## src/rtl/nc_pkg.sv

```systemverilog
// Package: shared encodings for the non-cacheable region checker.
// Assumes: write select is two bits wide; the mode bit lives in data bit 0.
package nc_pkg;

    // Write target encoding carried on wr_sel.
    typedef enum logic [1:0] {
        SEL_FIRST  = 2'd0,
        SEL_SECOND = 2'd1,
        SEL_MODE   = 2'd2,
        SEL_NONE   = 2'd3
    } wr_sel_e;

    // Interpretation of the second register.
    typedef enum logic {
        MODE_MASK  = 1'b0,
        MODE_RANGE = 1'b1
    } region_mode_e;

endpackage

```

## src/rtl/nc_cfg_regs.sv

```systemverilog
// Module: configuration registers of the region checker.
// Holds the first address, the second address (mask or upper limit) and the mode.
// Assumes: synchronous active-low reset; a single write target per cycle.
module nc_cfg_regs
    import nc_pkg::*;
#(
    parameter int ADDR_W = 32
) (
    input  logic              clk,
    input  logic              rst_n,
    input  logic              wr_en,
    input  logic [1:0]        wr_sel,
    input  logic [ADDR_W-1:0] wr_data,
    output logic [ADDR_W-1:0] first_q,
    output logic [ADDR_W-1:0] second_q,
    output region_mode_e      mode_q
);

    wr_sel_e sel;

    // Decode the raw select into the shared enumeration.
    always_comb begin
        sel = wr_sel_e'(wr_sel);
    end

    // Update the addressed register on a write; reset clears everything.
    always_ff @(posedge clk) begin
        if (!rst_n) begin
            first_q  <= '0;
            second_q <= '0;
            mode_q   <= MODE_MASK;
        end else if (wr_en) begin
            case (sel)
                SEL_FIRST:  first_q  <= wr_data;
                SEL_SECOND: second_q <= wr_data;
                SEL_MODE:   mode_q   <= region_mode_e'(wr_data[0]);
                default:    ;
            endcase
        end
    end

endmodule

```

## config.mk

```make
export PLATFORM = sky130hd
export DESIGN_NAME = nc_cfg_regs
export DESIGN_NICKNAME = d
export VERILOG_FILES = /design/src/rtl/nc_pkg.sv /design/src/rtl/nc_cfg_regs.sv
export SDC_FILE = /design/constraint.sdc
export NUM_CORES = 1
export LEC_CHECK = 0
export BUFFER_PORTS_ARGS = -buffer_cell sky130_fd_sc_hd__buf_2
export CAP_MARGIN = 25
export CORE_AREA = 3 3 84 86
export DETAILED_ROUTE_END_ITERATION = 12
export DIE_AREA = 0 0 87 89
export PLACE_DENSITY = 0.77
export SLEW_MARGIN = 15
export SYNTH_ARGS = -nofsm -noshare
export SYNTH_HDL_FRONTEND = slang
export SYNTH_SLANG_ARGS = --single-unit
```

## constraint.sdc

```tcl
create_clock -name clk -period 0.8 [get_ports clk]
set_input_delay 0.16 -clock clk [delete_from_list [all_inputs] [get_ports clk]]
set_output_delay 0.16 -clock clk [all_outputs]
set_load 0.03 [all_outputs]
```

Yosys cells after proc, flatten, opt, wreduce, memory -nomap -nowiden
Index checks and enable logic that the tools add are counted.
- eq/ne operators: 2
- reduce and logical (&&, ||, !) cells: 4
- operators with widths (cell ; count):
    2-bit AND reduction ; 3
    2-bit by 1-bit equality test with 1-bit output, second input constant ; 1
    2-bit equality test, second input constant ; 1
    2-bit logical NOT ; 1
- register bits: 65
- input bits: 37
- output and inout port bits: 65

Depth between registers and ports, before layout
- word-level depth: 2
- mapped depth: 5

Worst setup path after synthesis
Ideal clock, no wire load.
- path type: input to register
- from: input wr_sel[1]
- to: register first_q[0]
- library setup time: 0.072 ns
- arrival time: 0.797 ns
- required time: 0.728 ns
- setup slack: -0.069 ns
- stages on the path: 4
- cell sequence: nor3b_2 buf_6 buf_8 mux2i_1
- longest elaborated chain between the ends: 2
- RTL lines (item ; RTL line ; source):
    start: declaration ; nc_cfg_regs.sv:12 ; input logic [1:0] wr_sel,
    2-bit logical NOT ; nc_cfg_regs.sv:33 ; case (sel)
    2-bit AND reduction (no source line) ; -- ;
    end signal: assignment ; nc_cfg_regs.sv:34 ; SEL_FIRST: first_q <= wr_data;
    end: declaration ; nc_cfg_regs.sv:14 ; output logic [ADDR_W-1:0] first_q,
Every way passes these cells.
A chain may end at the register's enable or synchronous reset.

Worst setup path in the final report
- from: register first_q[0]
- to: output first_q[0]
No word-level cell between the ends.

==> metrics.csv <==
stage,metric,value,unit
power_and_ir_drop,p_leak,1.93,nW
sta,layout_setup_ws,-0.175,ns
outcome,violations,setup timing,
synthesis,postSynthAreaPerCell,10.1,sq um
die,boundaryPins,102,
setup_path,r2r-start,first_q[21],
setup_path,setup.worst_path.class,reg -> out,
die,rows,29,
clock_tree,numCtsBuffers,9,
setup_path,startpoint_type,flip-flop,
sta,relSlewSlack,0.842,
setup_path,cp.arrival,0.82,ns
clock_tree,cts_max_level,3,
die,die_h,89,um
setup_path,max_stage_delay,0.35,ns
clock_tree,cts_hold_buffers,0,
die,core_area,6350,sq um
layout,post-route-util,0.633,
detailed_routing,wl_per_cell,14.0,um
synthesis,netlist_instances,249,
power_and_ir_drop,irDropWorstVdd,0.00120,V
setup_path,r2r.worst_path.cells,4,
setup_path,r2r-end,first_q[21],
synthesis,synth_nets,286,
sta,rsz0062_at_grt,true,
sta,worst_pin_slew,0.237,ns
setup_path,reg2reg_slack,0,ns
detailed_routing,drc_errors,0,
detailed_routing,vias,2105,
synthesis,yosysTopAreaCell,dfxtp_1,
setup_path,cp.depth,1,
setup_path,worst_setup_path_end_kind,output port,
detailed_routing,drt_wl_total,6330,um
min_path,hold_depth,3,
place,port_buffers,101,
synthesis,ys_seq_area_frac,0.515,
job,drv_cap,0,
sta,slew_viol_final,0,
sta,clock.fmax,1030,MHz
min_path,hp-class,in -> reg,
layout,final_common_cell,nand2_1,
clock_tree,path_clk_slew,0.08,ns
global_route,overflow,0,
clock_tree,clock_sinks,65,
clock_tree,root_buffer,clkbuf_8,
sta,skew,0,ns
global_route,first_global_vias,2166,
die,start_util,0.398,
setup_path,cp_max_fo,2,
synthesis,synth.ff_latch_count,65,
place,dp_hpwl,3960,um
setup_path,crit_path_end,first_q[0],
synthesis,syn-cell-area,2520,sq um
setup_path,critical_path.slowest_cell,dfxtp_2,
sta,layout_min_cycle_time,0.975,ns
synthesis,yosysTopAreaCellShare,0.515,
place,place.gp.congestion,0.747,
sta,finalCritPeriodShare,1.22,
setup_path,crit_start,first_q[0],
synthesis,synth.area.top_cells,"dfxtp_1 (52%), mux2i_1 (26%), nand2_1 (14%), buf_8 (2.4%), buf_12 (1.6%)",
sta,setup_violations,66,
layout,drive_gt1_frac,0.573,
clock_tree,cts_buffer_depth,2,
setup_path,cp.required,0.64,ns
setup_path,cp_num_buf_inv,1,
layout,n_antenna_cell,0,
layout,layout_common_cells,"nand2_1 (95), buf_6 (68), dfxtp_2 (65), mux2i_1 (63), buf_2 (34)",
clock_tree,cts_tree,yes,
sta,hold_viol,0,
die,die_x,87,um
synthesis,synth.yosys.warnings,0,
global_route,grt_start_max_net_pins,41,
detailed_routing,firstDrtPassIters,4,
detailed_routing,drtAntennaViolNets,0,
synthesis,synth_cell_types,10,
detailed_routing,via_per_inst,4.66,
global_route,grt_pass1_wl,10200,um
global_route,track_usage,0.168,
layout,area_delta_synth_final,59.1,%
outcome,status,finished with violations,
clock_tree,clock_latency,0.33,ns
setup_path,path_cells,buf_6,
global_route,antenna_found_initial,0,
setup_path,crit_family,flip-flops,
sta,whs,0.0865,ns
detailed_routing,first_iter_violations,69,
power_and_ir_drop,p_per_area,1910,nW/um^2
layout,final_nets,407,
die,dieArea,7740,sq um
-- cells by family after synthesis --
family        Yosys count  synth area share
simple gates          100             0.155
mux                    65             0.258
flops                  65             0.515
buf+inv                19            0.0719
-- layer usage --
metal  wire length, um  vias up  global-route usage  share of wire
li1                  -     1055                   -              -
met1              2550      972               0.194           0.40
met2              3220       69               0.288           0.51
met3               499        9              0.0599          0.079
met4                71        0              0.0581          0.011
met5                 0        -                   0              0
-- metrics by stage --
stage | setup slack [ns] | instances | total power, mW | setup TNS, ns | area, sq um
floorplan | -0.0674 | 249 | 4.06 | -2.08 | 2530
global placement | -0.249 | 416 | 4.30 | -14.75 | 3090
detailed placement | -0.304 | 416 | 4.32 | -16.05 | 3090
CTS | -0.185 | 437 | 7.66 | -10.74 | 3840
global route | -0.215 | 452 | 7.99 | -12.15 | 4020
finish | -0.175 | 452 | 7.68 | -9.86 | 4020
-- timing repair --
action                                  CTS  global route
buffers inserted                          5            15
cloned                                    0             1
gates resized for setup                 195            12
endpoints found under the setup margin   65            77
pin swaps                                 0             1
-- flip-flops by register name, indices dropped and copies added, names as in the netlist --
register	cells
first_q	32
second_q	32
mode_q	1
-- power by group --
group          total, mW  switching [mW]  internal [mW]  leakage, nW
registers           3.45          0.0820           3.37        0.558
clock network       3.17            1.26           1.92        0.115
logic               1.06           0.551          0.504         1.25
-- worst min path at each step --
stage	slack, ns	startpoint	endpoint
after floorplan	0.32	wr_data[10]	second_q[10]
after global placement	0.43	wr_data[18]	second_q[18]
after detailed placement	0.44	wr_data[28]	second_q[28]
after CTS	0.08	wr_data[18]	second_q[18]
after global routing	0.08	wr_data[16]	second_q[16]
final	0.09	wr_data[18]	second_q[18]
-- final cells by class --
type,instances,area [sq um]
fill,504,2330
timing repair buffer,129,1240
clock buffer,11,151
tap,77,96.3
clock inverter,5,77.6
sequential,65,1380
multi-input combinational,165,1070
-- synth_stat cells (all sizes together) --
| master | instances |
|---|---|
| buf | 17 |
| clkbuf | 2 |
| dfxtp | 65 |
| mux2i | 65 |
| nand2 | 97 |
| nand3b | 2 |
| nor3b | 1 |
Power figures use the tool's default switching activity.
